$ cat src/rtl/irq_arb_pkg.sv
package irq_arb_pkg;
  localparam int LVL_W = 4;
  localparam int GRP_W = 2;

  typedef logic [LVL_W-1:0] lvl_t;
  typedef logic [GRP_W-1:0] grp_t;

  // candidate a strictly outranks candidate b: level first, then group
  function automatic logic outranks(input lvl_t la, input grp_t ga,
                                    input lvl_t lb, input grp_t gb);
    return (la > lb) || ((la == lb) && (ga > gb));
  endfunction

  // processor-side gate: global enable and strictly above task level
  function automatic logic clears_gate(input logic ien, input lvl_t cand,
                                       input lvl_t task_lvl);
    return ien && (cand > task_lvl);
  endfunction
endpackage

$ cat src/rtl/irq_pending_bank.sv
module irq_pending_bank #(
  parameter int NUM_SRC = 8,
  parameter int IDX_W   = 3
) (
  input  logic               clk,
  input  logic               rst_n,
  input  logic [NUM_SRC-1:0] src_event,
  input  logic               clr_en,
  input  logic [IDX_W-1:0]   clr_idx,
  output logic [NUM_SRC-1:0] pend
);
  for (genvar i = 0; i < NUM_SRC; i++) begin : g_flag
    logic clr_hit;
    assign clr_hit = clr_en && (clr_idx == IDX_W'(i));
    always_ff @(posedge clk) begin
      if (!rst_n) pend[i] <= 1'b0;
      else        pend[i] <= src_event[i] | (pend[i] & ~clr_hit);
    end
  end
endmodule

$ cat src/rtl/irq_stage1_select.sv
module irq_stage1_select
  import irq_arb_pkg::*;
#(
  parameter int NUM_SRC = 8,
  parameter int IDX_W   = 3
) (
  input  logic                     clk,
  input  logic                     rst_n,
  input  logic [NUM_SRC-1:0]       elig,
  input  logic [NUM_SRC*LVL_W-1:0] lvl_flat,
  input  logic [NUM_SRC*GRP_W-1:0] grp_flat,
  input  logic                     launch,
  output logic                     s1_v,
  output logic                     s1_hit,
  output logic [IDX_W-1:0]         s1_idx,
  output lvl_t                     s1_lvl
);
  logic       found;
  logic [IDX_W-1:0] best_idx;
  lvl_t       best_lvl;
  grp_t       best_grp;

  // ascending scan with strict comparison keeps the lower index on full ties
  always_comb begin
    found    = 1'b0;
    best_idx = '0;
    best_lvl = '0;
    best_grp = '0;
    for (int i = 0; i < NUM_SRC; i++) begin
      if (elig[i]) begin
        if (!found || outranks(lvl_flat[i*LVL_W +: LVL_W], grp_flat[i*GRP_W +: GRP_W],
                               best_lvl, best_grp)) begin
          found    = 1'b1;
          best_idx = IDX_W'(i);
          best_lvl = lvl_flat[i*LVL_W +: LVL_W];
          best_grp = grp_flat[i*GRP_W +: GRP_W];
        end
      end
    end
  end

  always_ff @(posedge clk) begin
    if (!rst_n) begin
      s1_v   <= 1'b0;
      s1_hit <= 1'b0;
      s1_idx <= '0;
      s1_lvl <= '0;
    end else begin
      s1_v <= launch;
      if (launch) begin
        s1_hit <= found;
        s1_idx <= best_idx;
        s1_lvl <= best_lvl;
      end
    end
  end
endmodule

$ cat src/rtl/irq_stage2_inject.sv
module irq_stage2_inject
  import irq_arb_pkg::*;
#(
  parameter int IDX_W = 3
) (
  input  logic             clk,
  input  logic             rst_n,
  input  logic             s1_v,
  input  logic             s1_hit,
  input  logic [IDX_W-1:0] s1_idx,
  input  lvl_t             s1_lvl,
  input  logic             dbg_req,
  output logic             s2_v,
  output logic             s2_dbg,
  output logic             s2_hit,
  output logic [IDX_W-1:0] s2_idx,
  output lvl_t             s2_lvl
);
  always_ff @(posedge clk) begin
    if (!rst_n) begin
      s2_v   <= 1'b0;
      s2_dbg <= 1'b0;
      s2_hit <= 1'b0;
      s2_idx <= '0;
      s2_lvl <= '0;
    end else begin
      s2_v <= s1_v;
      if (s1_v) begin
        // debug service always displaces the interrupt candidate
        s2_dbg <= dbg_req;
        s2_hit <= s1_hit && !dbg_req;
        s2_idx <= s1_idx;
        s2_lvl <= s1_lvl;
      end
    end
  end
endmodule

$ cat src/rtl/irq_stage3_gate.sv
module irq_stage3_gate
  import irq_arb_pkg::*;
#(
  parameter int IDX_W = 3
) (
  input  logic             clk,
  input  logic             rst_n,
  input  logic             s2_v,
  input  logic             s2_dbg,
  input  logic             s2_hit,
  input  logic [IDX_W-1:0] s2_idx,
  input  lvl_t             s2_lvl,
  input  logic             psw_ien,
  input  lvl_t             psw_level,
  output logic             take_q,
  output logic [IDX_W-1:0] take_idx_q,
  output lvl_t             take_lvl_q,
  output logic             dbg_take_q
);
  logic irq_ok;
  assign irq_ok = s2_v && !s2_dbg && s2_hit && clears_gate(psw_ien, s2_lvl, psw_level);

  always_ff @(posedge clk) begin
    if (!rst_n) begin
      take_q     <= 1'b0;
      dbg_take_q <= 1'b0;
      take_idx_q <= '0;
      take_lvl_q <= '0;
    end else begin
      take_q     <= irq_ok;
      dbg_take_q <= s2_v && s2_dbg;
      if (irq_ok) begin
        take_idx_q <= s2_idx;
        take_lvl_q <= s2_lvl;
      end
    end
  end
endmodule

$ cat src/rtl/irq_prio_arbiter.sv
module irq_prio_arbiter
  import irq_arb_pkg::*;
#(
  parameter int NUM_SRC = 8
) (
  input  logic                         clk,
  input  logic                         rst_n,
  input  logic [NUM_SRC-1:0]           src_event,
  input  logic [NUM_SRC-1:0]           src_enable,
  input  logic [NUM_SRC*LVL_W-1:0]     src_level,
  input  logic [NUM_SRC*GRP_W-1:0]     src_group,
  input  logic                         dbg_req,
  input  logic                         psw_ien,
  input  logic [LVL_W-1:0]             psw_level,
  output logic [NUM_SRC-1:0]           pending,
  output logic                         inj_req,
  output logic                         take_pulse,
  output logic [$clog2(NUM_SRC)-1:0]   take_idx,
  output logic [LVL_W-1:0]             take_level,
  output logic                         dbg_take
);
  localparam int IDX_W = $clog2(NUM_SRC);

  logic [NUM_SRC-1:0] elig;
  logic               any_elig;
  logic               arb_busy;
  logic               launch;

  logic             s1_v, s1_hit;
  logic [IDX_W-1:0] s1_idx;
  lvl_t             s1_lvl;
  logic             s2_dbg, s2_hit;
  logic [IDX_W-1:0] s2_idx;
  lvl_t             s2_lvl;

  assign elig     = pending & src_enable;
  assign any_elig = |elig;
  // a round holds the pipeline until its pulse and the flag clear are done
  assign arb_busy = s1_v | inj_req | take_pulse | dbg_take;
  assign launch   = !arb_busy && (any_elig || dbg_req);

  irq_pending_bank #(.NUM_SRC(NUM_SRC), .IDX_W(IDX_W)) u_bank (
    .clk       (clk),
    .rst_n     (rst_n),
    .src_event (src_event),
    .clr_en    (take_pulse),
    .clr_idx   (take_idx),
    .pend      (pending)
  );

  irq_stage1_select #(.NUM_SRC(NUM_SRC), .IDX_W(IDX_W)) u_s1 (
    .clk      (clk),
    .rst_n    (rst_n),
    .elig     (elig),
    .lvl_flat (src_level),
    .grp_flat (src_group),
    .launch   (launch),
    .s1_v     (s1_v),
    .s1_hit   (s1_hit),
    .s1_idx   (s1_idx),
    .s1_lvl   (s1_lvl)
  );

  irq_stage2_inject #(.IDX_W(IDX_W)) u_s2 (
    .clk     (clk),
    .rst_n   (rst_n),
    .s1_v    (s1_v),
    .s1_hit  (s1_hit),
    .s1_idx  (s1_idx),
    .s1_lvl  (s1_lvl),
    .dbg_req (dbg_req),
    .s2_v    (inj_req),
    .s2_dbg  (s2_dbg),
    .s2_hit  (s2_hit),
    .s2_idx  (s2_idx),
    .s2_lvl  (s2_lvl)
  );

  irq_stage3_gate #(.IDX_W(IDX_W)) u_s3 (
    .clk        (clk),
    .rst_n      (rst_n),
    .s2_v       (inj_req),
    .s2_dbg     (s2_dbg),
    .s2_hit     (s2_hit),
    .s2_idx     (s2_idx),
    .s2_lvl     (s2_lvl),
    .psw_ien    (psw_ien),
    .psw_level  (psw_level),
    .take_q     (take_pulse),
    .take_idx_q (take_idx),
    .take_lvl_q (take_level),
    .dbg_take_q (dbg_take)
  );
endmodule

$ cat config.mk
export PLATFORM = sky130hd
export DESIGN_NAME = irq_prio_arbiter
export DESIGN_NICKNAME = d
export VERILOG_FILES = /design/src/rtl/irq_arb_pkg.sv /design/src/rtl/irq_pending_bank.sv /design/src/rtl/irq_stage1_select.sv /design/src/rtl/irq_stage2_inject.sv /design/src/rtl/irq_stage3_gate.sv /design/src/rtl/irq_prio_arbiter.sv
export SDC_FILE = /design/constraint.sdc
export NUM_CORES = 1
export LEC_CHECK = 0
export BUFFER_PORTS_ARGS = -buffer_cell sky130_fd_sc_hd__buf_2
export CAP_MARGIN = 20
export CORE_MARGIN = 4
export CORE_UTILIZATION = 55
export CTS_BUF_LIST = sky130_fd_sc_hd__clkbuf_2
export DETAILED_ROUTE_END_ITERATION = 16
export GPL_TIMING_DRIVEN = 0
export PLACE_DENSITY = 0.83
export RECOVER_POWER = 100
export REMOVE_ABC_BUFFERS = 1
export SETUP_SLACK_MARGIN = 0.02
export SLEW_MARGIN = 20
export SYNTH_ARGS = -nofsm -noshare
export SYNTH_HDL_FRONTEND = slang
export SYNTH_SLANG_ARGS = --single-unit
$ cat constraint.sdc
create_clock -name clk -period 17 [get_ports clk]
set_input_delay 5.1 -clock clk [delete_from_list [all_inputs] [get_ports clk]]
set_output_delay 5.1 -clock clk [all_outputs]
set_load 0.03 [all_outputs]
Yosys cells after proc, flatten, opt, wreduce, memory -nomap -nowiden
Index checks and enable logic that the tools add are counted.
{"block": "totals", "register_bits": 36, "in_bits": 72, "output_inout_bits": 18, "wordCells": 184}
{"block": "op_classes", "magnitude_cmp": 15, "eq_ne": 14, "mux": 57, "n_bitwise": 28, "reduce_logical": 49}
{"op": "4-bit 2-to-1 mux", "n": 15}
{"op": "3-bit 2-to-1 mux", "n": 13}
{"op": "4-bit > comparator", "n": 8}
{"op": "4-bit equality test", "n": 7}
{"op": "2-bit 2-to-1 mux", "n": 13}
{"op": "1-bit logical AND", "n": 22}
{"op": "1-bit 2-to-1 mux", "n": 16}
{"op": "1-bit logical OR", "n": 15}
{"op": "2-bit > comparator", "n": 7}
{"op": "3-bit equality test, second input constant", "n": 4}
{"op": "1-bit bitwise OR", "n": 11}
{"op": "1-bit logical NOT", "n": 10}
{"op": "1-bit bitwise AND", "n": 8}
{"op": "8-bit bitwise AND", "n": 1}
{"op": "1-bit inverter", "n": 8}
{"op": "8-bit OR reduction", "n": 1}
{"op": "3-bit by 2-bit equality test with 1-bit output, second input constant", "n": 2}
{"op": "3-bit by 1-bit equality test with 1-bit output, second input constant", "n": 1}
{"op": "3-bit logical NOT", "n": 1}

Depth between registers and ports, before layout
{"block": "depth", "depth_word": 44, "depth_mapped": 60, "ltp_nobuf": 53}

By module
Synthesis repeated with hierarchy kept, for this count alone.
{"block": "hier_totals", "cells_unflattened": 418, "area_unflattened_um2": 3433.3}
{"mod": "irq_stage1_select", "instances": 1, "cells_per_inst": 286, "area_per_inst_um2": 2178.3, "seq_area_each_um2": 180.2}
{"mod": "irq_stage3_gate", "instances": 1, "cells_per_inst": 47, "area_per_inst_um2": 439.2, "seq_area_each_um2": 180.2}
{"mod": "irq_stage2_inject", "instances": 1, "cells_per_inst": 32, "area_per_inst_um2": 372.9, "seq_area_each_um2": 200.2}
{"mod": "irq_pending_bank", "instances": 1, "cells_per_inst": 39, "area_per_inst_um2": 352.8, "seq_area_each_um2": 160.2}
{"mod": "irq_prio_arbiter", "instances": 1, "cells_per_inst": 14, "area_per_inst_um2": 90.1, "seq_area_each_um2": 0.0}

Worst setup path before layout
No wires, ideal clock.
{"block": "synth_timing", "path_type": "input -> register", "from": "in src_enable[0]", "to": "reg u_s1.s1_lvl[0]", "setup_time_ns": 0.092, "arrival_ns": 15.992, "required_time_ns": 16.908, "path_slack_ns": 0.916, "path_stages": 56, "path_buffers": 7, "cell_sequence": "and2_1 > buf_2 > nand2_1 > ha_1 > and4_1 > clkbuf_1 > or3_1 > o221a_2 > a211oi_2 > ha_1 > a21o_1 > a221oi_1 > a221o_1 > buf_2 > nor2_1 > a21o_1 > ha_1 > nor2b_1 > (+20 left out) > a21oi_1 > ha_1 > nor2b_1 > a2bb2oi_1 > or3_1 > a22o_2 > nand2_1 > clkbuf_1 > o22ai_1 > ha_1 > nor2b_1 > a2bb2oi_1 > or3_1 > a32oi_4 > or2_0 > buf_2 > nand4_1 > o32ai_1"}
{"block": "synth_between", "elab_chain_len": 44, "word_cells_on_any_way": 94, "classes_between": "14 x order compare; 7 x eq/ne; 41 x mux; 1 x bitwise; 31 x reduce/logical"}
{"element": "from (decl)", "line": "irq_prio_arbiter.sv:9", "text": "input logic [NUM_SRC-1:0] src_enable,"}
{"element": "8-bit bitwise AND *", "line": "irq_prio_arbiter.sv:36", "text": "assign elig = pending & src_enable;"}
{"element": "parallel branches: the longest is 43 deep, another holds 4-bit > comparator"}
{"element": "to (signal assigned)", "line": "irq_stage1_select.sv:53", "text": "s1_lvl <= best_lvl;"}
{"element": "to (decl)", "line": "irq_stage1_select.sv:16", "text": "output lvl_t s1_lvl"}
Every way passes the cells marked *.
A chain may end at the register's enable or synchronous reset.

Worst setup path in the final report
Ends and elaborated chain as after synthesis.

==> flow_summary.toml <==
[yosys]
ys_warn_count = 0
synthTopCellsByArea = "dfxtp_1, ha_1, nor2_1"
synth_cell_type_count = 58
avgSynthCellArea_um2 = 7.89
syn_area_um2 = 3450
synth_top_area_share_pct = 20.9
yosysTopAreaCell = "dfxtp_1"
synth-edff-count = 0
async_reset_ff_share_pct = 0
synth_seq_cells = 36
synthCells = 437
synth-seq-area-share_pct = 20.9
synth_flop_cell = "dfxtp_1"

[run]
drv_cap = 0

[critical_path]
crit_required_ns = 17.32
crit_path_end_kind = "flop"
cp-start-kind = "input pin"
crit_type = "input pin to flop"
critPathBufInv = 2
crit_slowest_cell = "a2111oi_2"
cp_common_cell = "ha_1"
crit_family = "compound AO/OA/AOI/OAI gates"
cpPeakStageDelay_ns = 0.44
cp_max_fo = 12
arrival_ns = 16.66

[routing]
dr.pass1.iters = 5
ant_nets = 0
wl_per_cell_um = 16.0
totalWireLength_mm = 9.56
vias_per_cell = 6.17
drt_iter0_markers = 219
drc_errors = 0
vias = 3693

[global_route]
grt_pass1_vias = 3408
grt_max_degree = 31
grt_pass1_wl_mm = 15.2
grt_overflow = 0
antenna_found_initial = 0
grtUsageTotal_pct = 24.5

[die]
die_y_um = 87.2
coreArea_um2 = 5990
num_rows = 28
start_util_pct = 57.5
die_w_um = 87.2
ios = 90
die_area_um2 = 7600

[sta]
slew_viol_final = 0
relSlewSlack_pct = 5.20
timing.hold.ws_ns = 0.491
finalCriticalPeriod_ns = 16.34
rsz0062_at_grt = "false"
tightest_slew_ns = 1.41
fin_crit_sh_pct = 96.1
final.setup_skew_ns = 0.0142
max_freq_ghz = 0.0612
setup_viol = 0
finalHoldViolations = 0

[placed_design]
port_buffers = 89
place_congestion = 0.907
dp_hpwl_mm = 7.47

[cells_and_area]
nFillCells = 520
area_growth_pct = 17.9
diodes = 0
final_nets = 641
drive_above_1_share_pct = 21.0

[hold_path]
hp-class = "flop to flop"

[outcome]
status = "finished, final reports clean"

[cts]
path_clk_slew_ns = 0.18
cts_tree = "built"
h-tree-depth = 2
hold_buffers = 0
numCtsBuffers = 5
clockBufferDepth = 2
cts-root-buf = "clkbuf_2"
clock_latency_ns = 0.39
clock-sinks = 36

[pwr]
power_density_nw_per_um2 = 70.6
p_total_uw = 287
ir_drop_v = 0.0000450
p_leak_nw = 1.90
==> kinds of logic (layout without fill, tap and decap cells) <==
group                    Yosys count  after routing  share of synthesized area, %
AO/OA/AOI/OAI                    133            134                          29.4
buffers and inverters             38            124                          4.90
AND/OR/NAND/NOR                  170            170                          24.0
flip-flops                        36             36                          20.9
adder cells (fa/ha/maj)           46             46                          16.7
multiplexers                      14             14                          4.07
==> flip-flops by register name, indices dropped and copies added, names as in the netlist <==
| name | count |
|---|---|
| u_s2.s2_idx | 3 |
| u_s2.s2_hit | 1 |
| u_s1.s1_hit | 1 |
| u_s3.take_idx_q | 3 |
| u_s1.s1_idx | 3 |
| u_s2.s2_dbg | 1 |
| u_s2.s2_v | 1 |
| u_s1.s1_v | 1 |
| u_s1.s1_lvl | 4 |
| u_s3.dbg_take_q | 1 |
| u_s3.take_q | 1 |
| u_s2.s2_lvl | 4 |
| u_s3.take_lvl_q | 4 |
| u_bank.pend | 8 |
==> worst min-delay path, stage by stage (launching register included) <==
cell and delay [ns]:
dfxtp_1 0.35, nand2b_1 0.07, a21oi_1 0.05
==> path summary, 6_finish.rpt <==
kind | startpoint | end | cells past startpoint | slack (ns)
worst max-delay path | src_enable[0] | u_s1.s1_lvl[0] | 52 | 0.66
worst min-delay path | u_s2.s2_hit | u_s2.s2_hit | 2 | 0.49
worst min register to register | u_s2.s2_hit | u_s2.s2_hit | 2 | 0.49
worst max register to register | u_bank.pend[0] | u_s1.s1_lvl[0] | 51 | 4.97
==> layout by cell type (no fill, tap or decap), types with 3 or more instances in the layout <==
master and instances:
nand4_1 5, a311oi_2 3, and3_1 5, nor4_1 3
inv_1 22, o211ai_1 4, o31ai_1 3, o221ai_1 5
nor3_1 4, o21ai_0 17, mux2i_1 14, and4_1 3
a2bb2oi_1 3, clkbuf_1 19, buf_4 4, o22ai_1 10
nand2b_1 7, buf_2 70, a2111o_1 3, nand3_1 13
o21a_1 5, clkbuf_2 5, a21o_1 14, and2_1 9
a21oi_1 24, nor2_1 50, ha_1 46, nand2_2 3
or3_1 6, a31oi_1 9, o32ai_1 4, nand2_1 43
dfxtp_1 36, nor2b_1 11, a22oi_1 4
==> what timing repair did <==
item	4_1_cts	5_1_grt
pin swaps	1	3
endpoints found under the setup margin	7	7
gates cloned	1	0
setup buffers	0	5
gates resized for setup	4	13
==> where the power goes <==
group / leakage (nW) / total [mW] / internal [mW] / switching, mW
Sequential: 0.296 / 0.0980 / 0.0917 / 0.00627
Combinational: 1.56 / 0.137 / 0.0601 / 0.0765
Clock: 0.0380 / 0.0520 / 0.0240 / 0.0280
Total: 1.90 / 0.287 / 0.176 / 0.111
==> metal layers <==
| layer | track usage, % | vias up | share of wire [%] |
|---|---|---|---|
| li1 | - | 1811 | - |
| met1 | 32.5 | 1691 | 44 |
| met2 | 41.1 | 175 | 47 |
| met4 | 7.95 | 0 | 1.2 |
| met3 | 3.03 | 16 | 7.7 |
| met5 | 0 | - | 0 |
==> per-stage QoR <==
stage                     util (%)  std cells  worst slack [ns]  cell area, um^2  setup TNS, ns
after floorplan                  -        421             0.934             3360              0
after global placement        65.1        585            -0.672             3900          -3.73
after detailed placement      65.1        585            -0.893             3900          -5.37
after CTS                     66.6        594            0.0838             3990              0
after global routing          67.8        599           0.00107             4060              0
final                         67.8        599             0.658             4060              0
==> area by class of cell <==
cell class	instances	area [um^2]	area share [%]
multi-input combinational	364	2630	64.8
sequential	36	721	17.7
timing repair buffer	94	472	11.6
tap	75	93.8	2.31
inverter	22	82.6	2.03
clock inverter	3	37.5	0.924
clock buffer	5	25.0	0.616
==> synth_stat cells (all sizes together) (4+ instances only) <==
master and n:
a211oi 4, a21o 14, a21oi 24, a22oi 4
a311oi 4, a31oi 10, and2 11, and3 6
buf 5, clkbuf 11, dfxtp 36, ha 46
inv 22, mux2i 14, nand2 46, nand2b 7
nand3 13, nand4 5, nor2 51, nor2b 11
nor3 4, o211ai 6, o21a 6, o21ai 17
o221ai 5, o22ai 10, o31ai 4, o32ai 4
or3 6
(Power assumes the default switching activity.)
